`src/rtl/irq_accept_pkg.sv`:
```
package irq_accept_pkg;

   // Candidates: every maskable source plus the non-maskable request.
   function automatic int cand_count(input int num_src);
      return num_src + 1;
   endfunction

   // Width able to carry every candidate number, NMI included.
   function automatic int num_width(input int num_src);
      return (num_src + 1 <= 2) ? 1 : $clog2(num_src + 1);
   endfunction

   // Selection structure variants.
   localparam int PICK_SCAN = 0;
   localparam int PICK_TREE = 1;

endpackage

```
`src/rtl/irq_pick_scan.sv`:
```
module irq_pick_scan #(
   parameter int N_CAND = 33,
   parameter int LVL_W  = 5,
   parameter int NUM_W  = 6
) (
   input  logic [N_CAND-1:0]       cand_valid,
   input  logic [N_CAND*LVL_W-1:0] cand_lvl,
   output logic                    win_valid,
   output logic [LVL_W-1:0]        win_lvl,
   output logic [NUM_W-1:0]        win_num
);

   // Ascending walk; only a strictly lower level replaces the holder,
   // so equal levels keep the smaller number.
   always_comb begin
      win_valid = 1'b0;
      win_lvl   = '1;
      win_num   = '0;
      for (int i = 0; i < N_CAND; i++) begin
         if (cand_valid[i] &&
             (!win_valid || (cand_lvl[i*LVL_W +: LVL_W] < win_lvl))) begin
            win_valid = 1'b1;
            win_lvl   = cand_lvl[i*LVL_W +: LVL_W];
            win_num   = NUM_W'(i);
         end
      end
   end

endmodule

```
`src/rtl/irq_pick_tree.sv`:
```
module irq_pick_tree #(
   parameter int N_CAND = 33,
   parameter int LVL_W  = 5,
   parameter int NUM_W  = 6
) (
   input  logic [N_CAND-1:0]       cand_valid,
   input  logic [N_CAND*LVL_W-1:0] cand_lvl,
   output logic                    win_valid,
   output logic [LVL_W-1:0]        win_lvl,
   output logic [NUM_W-1:0]        win_num
);

   localparam int DEPTH = (N_CAND <= 1) ? 1 : $clog2(N_CAND);
   localparam int LEAVES = 1 << DEPTH;
   localparam int NODES = 2 * LEAVES - 1;
   localparam int FIRST_LEAF = LEAVES - 1;

   // Heap layout: node k has children 2k+1 (lower numbers) and 2k+2.
   logic [NODES-1:0] nd_v;
   logic [LVL_W-1:0] nd_l [NODES];
   logic [NUM_W-1:0] nd_n [NODES];

   for (genvar i = 0; i < LEAVES; i++) begin : g_leaf
      if (i < N_CAND) begin : g_real
         assign nd_v[FIRST_LEAF+i] = cand_valid[i];
         assign nd_l[FIRST_LEAF+i] = cand_lvl[i*LVL_W +: LVL_W];
         assign nd_n[FIRST_LEAF+i] = NUM_W'(i);
      end else begin : g_pad
         assign nd_v[FIRST_LEAF+i] = 1'b0;
         assign nd_l[FIRST_LEAF+i] = '1;
         assign nd_n[FIRST_LEAF+i] = '0;
      end
   end

   for (genvar k = 0; k < FIRST_LEAF; k++) begin : g_node
      logic take_lo;
      // The lower-numbered side wins ties.
      assign take_lo = nd_v[2*k+1] &&
                       (!nd_v[2*k+2] || (nd_l[2*k+1] <= nd_l[2*k+2]));
      assign nd_v[k] = nd_v[2*k+1] | nd_v[2*k+2];
      assign nd_l[k] = take_lo ? nd_l[2*k+1] : nd_l[2*k+2];
      assign nd_n[k] = take_lo ? nd_n[2*k+1] : nd_n[2*k+2];
   end

   assign win_valid = nd_v[0];
   assign win_lvl   = nd_l[0];
   assign win_num   = nd_n[0];

endmodule

```
`src/rtl/irq_gate.sv`:
```
module irq_gate #(
   parameter int LVL_W = 5
) (
   input  logic             win_valid,
   input  logic [LVL_W-1:0] win_lvl,
   input  logic             win_is_nmi,
   input  logic [LVL_W-1:0] level_mask,
   input  logic             int_enable,
   output logic             grant
);

   logic below_mask;
   logic enable_ok;

   assign below_mask = win_lvl < level_mask;
   assign enable_ok  = win_is_nmi | int_enable;
   assign grant      = win_valid & below_mask & enable_ok;

endmodule

```
`src/rtl/irq_accept_unit.sv`:
```
module irq_accept_unit
   import irq_accept_pkg::*;
#(
   parameter int NUM_SRC    = 32,
   parameter int LVL_W      = 5,
   parameter int NMI_LEVEL  = 4,
   parameter int PICK_STYLE = PICK_TREE,
   parameter int NUM_W      = num_width(NUM_SRC)
) (
   input  logic                     clk,
   input  logic                     rst_n,
   input  logic [NUM_SRC-1:0]       irq_req,
   input  logic                     nmi_req,
   input  logic [NUM_SRC*LVL_W-1:0] irq_level,
   input  logic [LVL_W-1:0]         level_mask,
   input  logic                     int_enable,
   input  logic                     insn_boundary,
   output logic                     accept,
   output logic [NUM_W-1:0]         accept_num
);

   localparam int N_CAND = cand_count(NUM_SRC);
   localparam logic [NUM_W-1:0] NMI_NUM = NUM_W'(NUM_SRC);
   localparam logic [LVL_W-1:0] NMI_LVL = LVL_W'(NMI_LEVEL);

   if (NUM_SRC < 1) begin : g_bad_src
      $error("NUM_SRC must be at least 1");
   end
   if (LVL_W < 1 || LVL_W > 16) begin : g_bad_lvl
      $error("LVL_W must lie in 1..16");
   end
   if (NMI_LEVEL < 0 || NMI_LEVEL >= (1 << LVL_W)) begin : g_bad_nmi
      $error("NMI_LEVEL does not fit in LVL_W bits");
   end
   if ((1 << NUM_W) < N_CAND) begin : g_bad_numw
      $error("NUM_W too narrow for NMI number");
   end
   if (PICK_STYLE != PICK_SCAN && PICK_STYLE != PICK_TREE) begin : g_bad_style
      $error("PICK_STYLE must select scan or tree");
   end

   logic [N_CAND-1:0]       cand_valid;
   logic [N_CAND*LVL_W-1:0] cand_lvl;
   logic                    win_valid;
   logic [LVL_W-1:0]        win_lvl;
   logic [NUM_W-1:0]        win_num;
   logic                    win_is_nmi;
   logic                    grant;

   assign cand_valid = {nmi_req, irq_req};
   assign cand_lvl   = {NMI_LVL, irq_level};

   if (PICK_STYLE == PICK_TREE) begin : g_tree
      irq_pick_tree #(
         .N_CAND (N_CAND),
         .LVL_W  (LVL_W),
         .NUM_W  (NUM_W)
      ) u_pick (
         .cand_valid (cand_valid),
         .cand_lvl   (cand_lvl),
         .win_valid  (win_valid),
         .win_lvl    (win_lvl),
         .win_num    (win_num)
      );
   end else begin : g_scan
      irq_pick_scan #(
         .N_CAND (N_CAND),
         .LVL_W  (LVL_W),
         .NUM_W  (NUM_W)
      ) u_pick (
         .cand_valid (cand_valid),
         .cand_lvl   (cand_lvl),
         .win_valid  (win_valid),
         .win_lvl    (win_lvl),
         .win_num    (win_num)
      );
   end

   assign win_is_nmi = (win_num == NMI_NUM);

   irq_gate #(
      .LVL_W (LVL_W)
   ) u_gate (
      .win_valid  (win_valid),
      .win_lvl    (win_lvl),
      .win_is_nmi (win_is_nmi),
      .level_mask (level_mask),
      .int_enable (int_enable),
      .grant      (grant)
   );

   always_ff @(posedge clk or negedge rst_n) begin
      if (!rst_n) begin
         accept     <= 1'b0;
         accept_num <= '0;
      end else begin
         accept <= grant & insn_boundary;
         if (grant && insn_boundary) begin
            accept_num <= win_num;
         end
      end
   end

endmodule

```
`config.mk`:
```
export PLATFORM = sky130hd
export DESIGN_NAME = irq_accept_unit
export DESIGN_NICKNAME = d
export VERILOG_FILES = /design/src/rtl/irq_accept_pkg.sv /design/src/rtl/irq_pick_scan.sv /design/src/rtl/irq_pick_tree.sv /design/src/rtl/irq_gate.sv /design/src/rtl/irq_accept_unit.sv
export SDC_FILE = /design/constraint.sdc
export NUM_CORES = 1
export LEC_CHECK = 0
export ABC_AREA = 0
export BUFFER_PORTS_ARGS = -buffer_cell sky130_fd_sc_hd__buf_2
export CAP_MARGIN = 20
export CORE_MARGIN = 8
export CORE_UTILIZATION = 56
export CTS_CLUSTER_DIAMETER = 30
export CTS_CLUSTER_SIZE = 16
export DETAILED_ROUTE_END_ITERATION = 8
export PLACE_DENSITY = 0.84
export SYNTH_ARGS = -nofsm -noshare
export SYNTH_HDL_FRONTEND = slang
export SYNTH_SLANG_ARGS = --single-unit
```
`constraint.sdc`:
```
create_clock -name clk -period 0.9 [get_ports clk]
set_clock_uncertainty 0.1 [all_clocks]
set_input_delay 0.045 -clock clk [delete_from_list [all_inputs] [get_ports clk]]
set_output_delay 0.045 -clock clk [all_outputs]
set_load 0.02 [all_outputs]
```
==> results of run 1 <==
kinds of logic after synthesis:
group                    Yosys count  synth area share (%)
AO/OA/AOI/OAI                    325                 30.87
AND/OR/NAND/NOR                  280                 18.13
buffers and inverters            163                 8.475
adder cells (fa/ha/maj)          152                 25.58
multiplexers                      98                 14.12
flip-flops                         7                 2.359
XOR/XNOR                           4                0.4719
Yosys cell counts, types with 9 or more instances:
master,instances,area (um2)
o21a_1,34,255.2
o22ai_1,9,56.30
inv_1,145,544.3
nor2_1,86,322.8
o211ai_1,17,127.6
mux2_2,28,315.3
nand4_1,12,75.07
nand2b_1,19,118.9
nand2_1,69,259.0
a21oi_1,82,410.4
a21o_1,12,90.09
ha_1,151,1889
and3_1,11,68.82
nor2b_1,19,118.9
clkbuf_1,12,45.04
o21ai_0,63,315.3
nand3_1,21,105.1
mux2i_1,65,650.6
per-stage QoR:
step	setup TNS [ps]	instances
3_5_place_dp	-72730	1796
3_3_place_gp	-64330	1796
2_1_floorplan	-62610	1029
==> impl_metrics.toml, run 1 <==
[die]
die_x_um = 131.2
die_y_um = 131.2
io_pins = 209
row_count = 42
start_util_pct = 56.75

[synth]
ys_ff_latch = 7
netlist_area_um2 = 7426
async_flop_share_pct = 100.0
syn_area_per_cell_um2 = 7.217
postSynthCellCount = 1029
ys_types = 81
synth-seq-area-share_pct = 2.359
synth_edf_count = 0
synth_flop_cell = "dfrtp_1"
synthesis.nets = 1382
yosysWarnings = 0

[placement]
io_buffers = 208
place_ws_ps = -10480
dpl.hpwl_um = 29200
place_congestion = 0.9583
dpl_cell_area_um2 = 11940

[run_status]
error_line = "[ERROR DPL-0033] detailed placement checks failed during check placement."
stop_stage = "clock tree synthesis"
run_status = "stopped before the end"

[clock_tree]
post_cts_buffers = 39
cts_max_level = 1
clockBufferDepth = 2
cts_root_buf = "clkbuf_16"
cts_buffers = 3
clkSinkCount = 7
post_cts_resize_count = 134
cts_hold_buf = 1
==> run 2: changes to the inputs <==
Settings changed: CORE_UTILIZATION 56 to 40, CTS_CLUSTER_DIAMETER 30 to not set, CTS_CLUSTER_SIZE 16 to not set, PLACE_DENSITY 0.84 to not set, PLACE_DENSITY_LB_ADDON set to 0.15.
==> run 2 against run 1 <==
  * The flow now finishes, with violations (negative setup slack)
  * Synthesized cell count is the same
  * Synthesized area stayed put
==> impl_metrics.toml, run 2 <==
[timing]
whs_ps = 108.1
rsz0062_at_grt = "yes"
max_freq_mhz = 95.74
tns_ps = -66410
timing.final.max_slew_violations = 0
slew_headroom_pct = 64.07
final.setup.worst_slack_ps = -9545
hold_viol_final = 0
fin_crit_sh_pct = 1161
fin_crit_ps = 10440
tightest_slew_ps = 535.4
setup_viol = 12

[die]
core_um2 = 18460
start_util_pct = 40.24
die_y_um = 152.3
fp.dieArea_um2 = 23180
io_pins = 209
row_count = 50
die_x_um = 152.3

[route]
wl_um = 29100
drtPass1Iterations = 5
vias_per_cell = 5.173
vias = 10100
antenna_left = 0
drcViolationCount = 0
wl_per_cell_um = 14.91
drtIter0Drc = 403

[clock_tree]
cts_root_buf = "clkbuf_16"
cts_tree = "yes"
clk_pin_slew_ps = 40
cts_max_level = 1
cts_buffers = 3
clock_latency_ps = 230
clkSinkCount = 7
clockBufferDepth = 2

[final_layout]
regArea_um2 = 175.2
final_cell_mix = "485 x buf_4, 194 x buf_2, 132 x inv_1"
largest_reg_flops = 6
final_common_cell = "buf_4"
num_antenna_cells = 0
area_delta_synth_final_pct = 86.12
post-route-util_pct = 74.89
num-fill-cells = 1371
regMostFlops = "accept_num"
drive_above_1_share_pct = 54.48
multi_input_area_um2 = 7848
nNetsFinal = 2072
largest_registers = "accept_num: 6 flops, accept: 1 flops"
design_area_um2 = 13820

[synth]
yosys-top-cells-area = "ha_1 25%, mux2i_1 8.8%, inv_1 7.3%, a21oi_1 5.5%, nor2_1 4.3%"
synth-seq-area-share_pct = 2.359
yosysWarnings = 0
ys_types = 81
synth_flop_cell = "dfrtp_1"
yosys.area.top_type = "ha_1"
syn_area_per_cell_um2 = 7.217
synth_top_area_share_pct = 25.44
yosysMostFrequentCell = "ha_1"
postSynthCellCount = 1029
ys_ff_latch = 7
netlist_area_um2 = 7426
async_flop_share_pct = 100.0
synth_edf_count = 0
synthesis.nets = 1382
synth_commonest_cells = "151 x ha_1, 145 x inv_1, 86 x nor2_1, 82 x a21oi_1, 69 x nand2_1"

[run_status]
violations = "negative setup slack"
run_status = "complete, but fails checks"

[worst_setup_path]
cp_data_arrival_time_ps = 10460
worstPathRequired_ps = 910
slowest_delay_ps = 400
slowest_stage = "or3_1"
crit_path_max_fanout = 7
cp_common_cell = "ha_4"
crit_type = "in2reg"
start_kind = "input port"
cp-end-kind = "flip-flop"

[pwr]
leakagePower_nw = 7.267
ir_worst_vdd_uv = 3617
power.density_nw_per_um2 = 3088

[global_route]
grt_pass1_vias = 10270
grt_antenna_before_repair = 0
grt_first_pass_wirelength_um = 45430
globalRouteTotalUtil_pct = 22.11
overflow = 0
grt_start_max_net_pins = 9

[placement]
io_buffers = 208
place_congestion = 0.9011
dpl_cell_area_um2 = 12220
dpl.hpwl_um = 22380

[hold_path]
hold_class = "in2async"

[run]
drv_cap = 0
==> run 2: path summary, 6_finish.rpt <==
check / end / slack, ps / cells past startpoint / start
setup reg to reg: accept_num[5] / 10 / 2 / accept_num[5]
hold reg to reg: accept_num[4] / 440 / 1 / accept_num[4]
setup / recovery: accept_num[4] / -9540 / 57 / irq_level[148]
max in group asynchronous: accept_num[0] / 430 / 2 / rst_n
hold / removal: accept / 110 / 2 / rst_n
min in group clk: accept_num[5] / 270 / 5 / insn_boundary
==> run 2: critical path: cells and delay by family <==
kind,cells,cell delay [ps]
AOI/OAI and AO/OA,22,4000
and+or+nand+nor,15,2450
adders and majority gates,7,1980
buffers and inverters,10,1090
muxes,3,850
==> run 2: routing by layer <==
layer / GRT usage (%) / wire length [um] / vias to the layer above
met5: 0 / 0 / -
met3: 3.261 / 1345 / 60
met1: 28.14 / 13210 / 4604
met4: 2.665 / 584 / 0
met2: 39.58 / 13970 / 257
li1: - / - / 5176
==> run 2: repair_timing <==
item | CTS | global route
setup endpoints to repair | 13 | 14
pin swaps | 38 | 69
cloned | 1 | 0
buffers inserted | 37 | 26
hold buffers | 1 | 0
hold endpoints to repair | 7 | 0
resized for setup | 113 | 105
==> run 2: logic make-up after synthesis <==
logic type | after synthesis | synth area share (%)
AO/OA/AOI/OAI | 325 | 30.87
AND/OR/NAND/NOR | 280 | 18.13
buffers and inverters | 163 | 8.475
adder cells (fa/ha/maj) | 152 | 25.58
multiplexers | 98 | 14.12
flip-flops | 7 | 2.359
XOR/XNOR | 4 | 0.4719
==> run 2: layout make-up <==
class,count,share of cell area (%)
Clock buffer,4,0.5703
Inverter,145,4.029
Multi-Input combinational cell,860,56.78
Sequential cell,7,1.267
Tap cell,234,2.118
Timing Repair Buffer,702,35.23
==> run 2: report_power, final <==
group	internal (W)	total, W	switching, W	leakage (nW)
sequential	0.000524	0.000640	0.000117	0.0872
combinational	0.0225	0.0413	0.0188	7.14
clock	0.000589	0.000756	0.000167	0.0382
total	0.0236	0.0427	0.0191	7.27
==> run 2: through the flow <==
stage	instances	setup slack [ps]	power [W]
floorplan	1029	-9101	0.02252
global placement	1884	-9598	0.03550
detailed placement	1884	-9845	0.03591
CTS	1927	-9065	0.04119
global route	1952	-9851	0.04517
finish	1952	-9545	0.04268
Power figures use the tool's default switching activity.
==> run 3: changes to the inputs <==
Settings changed: CORE_ASPECT_RATIO set to 1.4, SKIP_LAST_GASP set to 1.
==> run 3 against run 2 <==
  * Highest routed layer unchanged
  * Worst hold slack worse by 21 ps
  * Critical path depth is 2 lower
  * The flow still finishes with violations (negative setup slack)
  * Final cell count grew 0.56%
  * Critical endpoint is now accept_num[1]
  * Largest cell class unchanged
  * Critical path type unchanged
==> impl_metrics.toml, run 3 (same netlist as run 2, synthesis figures left out) <==
[die]
io_pins = 209
core_um2 = 18380
fp.dieArea_um2 = 23240
die_x_um = 131.2
start_util_pct = 40.40
row_count = 59
die_y_um = 177.2

[global_route]
overflow = 0
globalRouteTotalUtil_pct = 21.95
grt_pass1_vias = 10740
grt_start_max_net_pins = 9
grt_first_pass_wirelength_um = 44730
grt_antenna_before_repair = 0

[final_layout]
num_antenna_cells = 0
design_area_um2 = 13720
final_common_cell = "buf_4"
nNetsFinal = 2073
final_cells = 1963
drive_above_1_share_pct = 54.16
regMostFlops = "accept_num"
area_delta_synth_final_pct = 84.72
largest_registers = "accept_num: 6 flops, accept: 1 flops"
final_cell_mix = "485 x buf_4, 197 x buf_2, 133 x inv_1"
largest_reg_flops = 6

[timing]
slew_headroom_pct = 66.07
setup_viol = 13
rsz0062_at_grt = "yes"
fin_crit_ps = 10110
max_freq_mhz = 98.90
fin_crit_sh_pct = 1124
tightest_slew_ps = 505.6
final.setup.worst_slack_ps = -9212
hold_viol_final = 0
timing.final.max_slew_violations = 0
whs_ps = 87.20

[hold_path]
hold_class = "in2async"

[run_status]
run_status = "complete, but fails checks"
violations = "negative setup slack"

[clock_tree]
clkSinkCount = 7
cts_tree = "yes"
cts_root_buf = "clkbuf_16"
cts_max_level = 1
clk_pin_slew_ps = 40
clockBufferDepth = 2
cts_buffers = 3
clock_latency_ps = 230

[route]
drtPass1Iterations = 7
drtIter0Drc = 343
wl_per_cell_um = 14.45
drcViolationCount = 0
antenna_left = 0
wl_um = 28370
vias_per_cell = 5.172
vias = 10150

[worst_setup_path]
cp_common_cell = "ha_4"
cp_num_buf_inv = 8
slowest_stage = "o41a_1"
crit_path_max_fanout = 6
start_kind = "input port"
slowest_delay_ps = 440
cp_data_arrival_time_ps = 10120
worstPathRequired_ps = 910
crit_type = "in2reg"
cp-end-kind = "flip-flop"
cp_top_family = "compound AO/OA/AOI/OAI gates"

[pwr]
ir_worst_vdd_uv = 2882
leakagePower_nw = 7.257
power.density_nw_per_um2 = 3260

[run]
drv_cap = 0

[placement]
io_buffers = 208
place_inst = 1898
place_congestion = 0.9345
dpl_cell_area_um2 = 12270
dpl.hpwl_um = 23390
[run 3: worst paths after layout]
path,depth (start not counted),slack (ps),endpoint,from
setup / recovery,55,-9210,accept_num[1],irq_level[128]
hold / removal,2,90,accept_num[0],rst_n
hold reg to reg,1,460,accept_num[4],accept_num[4]
setup reg to reg,1,-20,accept_num[1],accept_num[1]
min in group clk,5,240,accept_num[5],insn_boundary
max in group asynchronous,2,450,accept_num[4],rst_n
[run 3: power by group]
group,internal (W),switching (W)
clock,0.000590,0.000176
sequential,0.000529,0.000136
combinational,0.0240,0.0193
total,0.0251,0.0196
[run 3: metrics by stage]
stage                     setup TNS (ps)  setup slack [ps]  power, W  util, %
after global routing              -67320             -9649   0.04646    74.62
final                             -64080             -9212   0.04472    74.62
after detailed placement          -66950             -9636   0.03361    66.73
after global placement            -64170             -9233   0.03358    66.73
after floorplan                   -62610             -9101   0.02252        -
after CTS                         -62200             -8922   0.03884    70.44
[run 3: layout make-up]
| cell class | instances | area [um2] |
|---|---|---|
| multi-input cells | 859 | 7730 |
| flip-flops and latches | 7 | 175.2 |
| repair buffers | 704 | 4873 |
| inverters | 145 | 554.3 |
| well taps | 244 | 305.3 |
| fillers | 1405 | 4664 |
| clock buffers | 4 | 78.83 |
[run 3: routing by layer]
metal,GRT usage [%],share of wire (%)
met4,8.694,3.2
met3,1.903,2.4
met5,0,0
met2,47.61,58
met1,20.02,36
[run 3: what timing repair did]
item | CTS | global route
endpoints found under the hold margin | 7 | 0
endpoints found under the setup margin | 13 | 14
setup buffers | 27 | 35
resized for setup | 87 | 111
pin swaps | 17 | 69
hold buffers | 1 | 0
==> run 4: changes to the inputs <==
Settings changed: PLACE_DENSITY_LB_ADDON 0.15 to not set.
==> run 4 against run 3 <==
  * The run still ends with negative setup slack left
  * Final cell count shrank 0.10%
  * Die area is the same
  * Global-route usage grew 0.78 points
  * Utilization grew 0.82 points
  * Worst setup slack lost 45 ps
  * Via count grew 0.91%
  * Clock-buffer cell count shrank 1
==> impl_metrics.toml, run 4 (same netlist as run 2, synthesis figures left out) <==
[route]
drtPass1Iterations = 4
drcViolationCount = 0
antenna_left = 0
drtIter0Drc = 302
vias_per_cell = 5.224
wl_per_cell_um = 15.19
wl_um = 29780
vias = 10250

[global_route]
overflow = 0
grt_pass1_vias = 10900
grt_first_pass_wirelength_um = 46070
grt_antenna_before_repair = 0
grt_start_max_net_pins = 9
globalRouteTotalUtil_pct = 22.73

[die]
io_pins = 209
core_um2 = 18380
start_util_pct = 40.40
die_x_um = 131.2
fp.dieArea_um2 = 23240
row_count = 59
die_y_um = 177.2

[final_layout]
largest_registers = "accept_num: 6 flops, accept: 1 flops"
regMostFlops = "accept_num"
drive_above_1_share_pct = 55.10
final_cell_mix = "481 x buf_4, 194 x buf_2, 132 x inv_1"
largest_reg_flops = 6
num_antenna_cells = 0
area_delta_synth_final_pct = 86.74
nNetsFinal = 2071
final_common_cell = "buf_4"

[pwr]
seq_power_share_pct = 1.3
p_sw_share_pct = 44.31
p_total_w = 0.05062
p_switching_w = 0.02243
internal_power_w = 0.02819
clkPwrFrac_pct = 1.5
ir_worst_vdd_uv = 4337
power.density_nw_per_um2 = 3651
leakagePower_nw = 7.271
combPwrFrac_pct = 97.2

[timing]
max_freq_mhz = 98.45
tns_ps = -64760
rsz0062_at_grt = "yes"
tightest_slew_ps = 435.0
setup_viol = 11
slew_headroom_pct = 70.17
fin_crit_sh_pct = 1129
hold_viol_final = 0
fin_crit_ps = 10160
timing.final.max_slew_violations = 0
final.setup.worst_slack_ps = -9257

[hold_path]
hold_class = "in2async"

[clock_tree]
cts_buffers = 3
clockBufferDepth = 2
clk_pin_slew_ps = 40
cts_tree = "yes"
clock_latency_ps = 230
clkSinkCount = 7
cts_max_level = 1
cts_root_buf = "clkbuf_16"

[worst_setup_path]
cp_num_buf_inv = 9
cp_common_cell = "ha_4"
worstPathRequired_ps = 910
crit_path_max_fanout = 7
cp-end-kind = "flip-flop"
start_kind = "input port"
crit_type = "in2reg"
slowest_stage = "a2111o_1"
slowest_delay_ps = 430
cp_data_arrival_time_ps = 10170
cp_top_family = "compound AO/OA/AOI/OAI gates"

[placement]
dpl.hpwl_um = 23710
place_congestion = 0.9011
io_buffers = 208

[run_status]
run_status = "complete, but fails checks"
violations = "negative setup slack"

[run]
drv_cap = 0
==> run 4: cell count changes in the layout (fill, tap and decap cells not counted), sizes merged <==
cell,before,now
a2bb2oi,5,6
clkinv,0,1
clkbuf,4,3
buf,703,700
==> run 4: metrics by stage <==
| stage | setup slack [ps] | cells | area [um2] | util [%] | hold slack (ps) |
|---|---|---|---|---|---|
| 6_report | -9257 | 1961 | 13870 | 75.44 | 75.63 |
| 5_1_grt | -9711 | 1961 | 13870 | 75.44 | 106.7 |
| 4_1_cts | -9046 | 1942 | 13200 | 71.81 | 85.84 |
| 3_5_place_dp | -9852 | 1895 | 12240 | 66.61 | -216.8 |
| 3_3_place_gp | -9575 | 1895 | 12240 | 66.61 | -222.5 |
| 2_1_floorplan | -9101 | 1029 | 7809 | - | -350.6 |
==> run 4: timing repair <==
item	in CTS	in global routing
pin swaps	46	71
setup buffers	42	19
endpoints found under the hold margin	7	0
hold buffers	1	0
gates resized for setup	118	115
setup endpoints to repair	13	14
cloned	1	0
==> run 4: path summary, 6_finish.rpt <==
path / start / end / slack (ps) / depth (start not counted)
setup / recovery: irq_level[143] / accept_num[1] / -9260 / 56
hold / removal: rst_n / accept / 80 / 2
setup reg to reg: accept_num[1] / accept_num[1] / -100 / 2
hold reg to reg: accept_num[4] / accept_num[4] / 440 / 1
max in group asynchronous: rst_n / accept_num[5] / 470 / 2
min in group clk: insn_boundary / accept_num[5] / 200 / 4
==> run 4: per-layer routing <==
metal / GRT usage (%) / wire length, um / up-vias
met5: 0 / 0 / -
met4: 8.305 / 1125 / 0
met3: 2.131 / 873 / 86
met2: 49.88 / 17430 / 229
met1: 20.41 / 10350 / 4774
li1: - / - / 5156
==> run 4: area by class of cell <==
cell class	count	area (um2)
Sequential cell	7	175.2
Fill cell	1389	4514
Clock buffer	3	75.07
Tap cell	244	305.3
Clock inverter	1	5.005
Multi-Input combinational cell	860	7875
Inverter	145	554.3
Timing Repair Buffer	701	4877
==> run 4: power groups by stage <==
stage | logic (W) | registers [W] | clock network, W
floorplan | 0.0217 | 0.000791 | 0
CTS | 0.0411 | 0.000660 | 0.000748
detailed placement | 0.0326 | 0.000621 | 0
global route | 0.0512 | 0.000672 | 0.000789
finish | 0.0492 | 0.000664 | 0.000752
global placement | 0.0321 | 0.000609 | 0
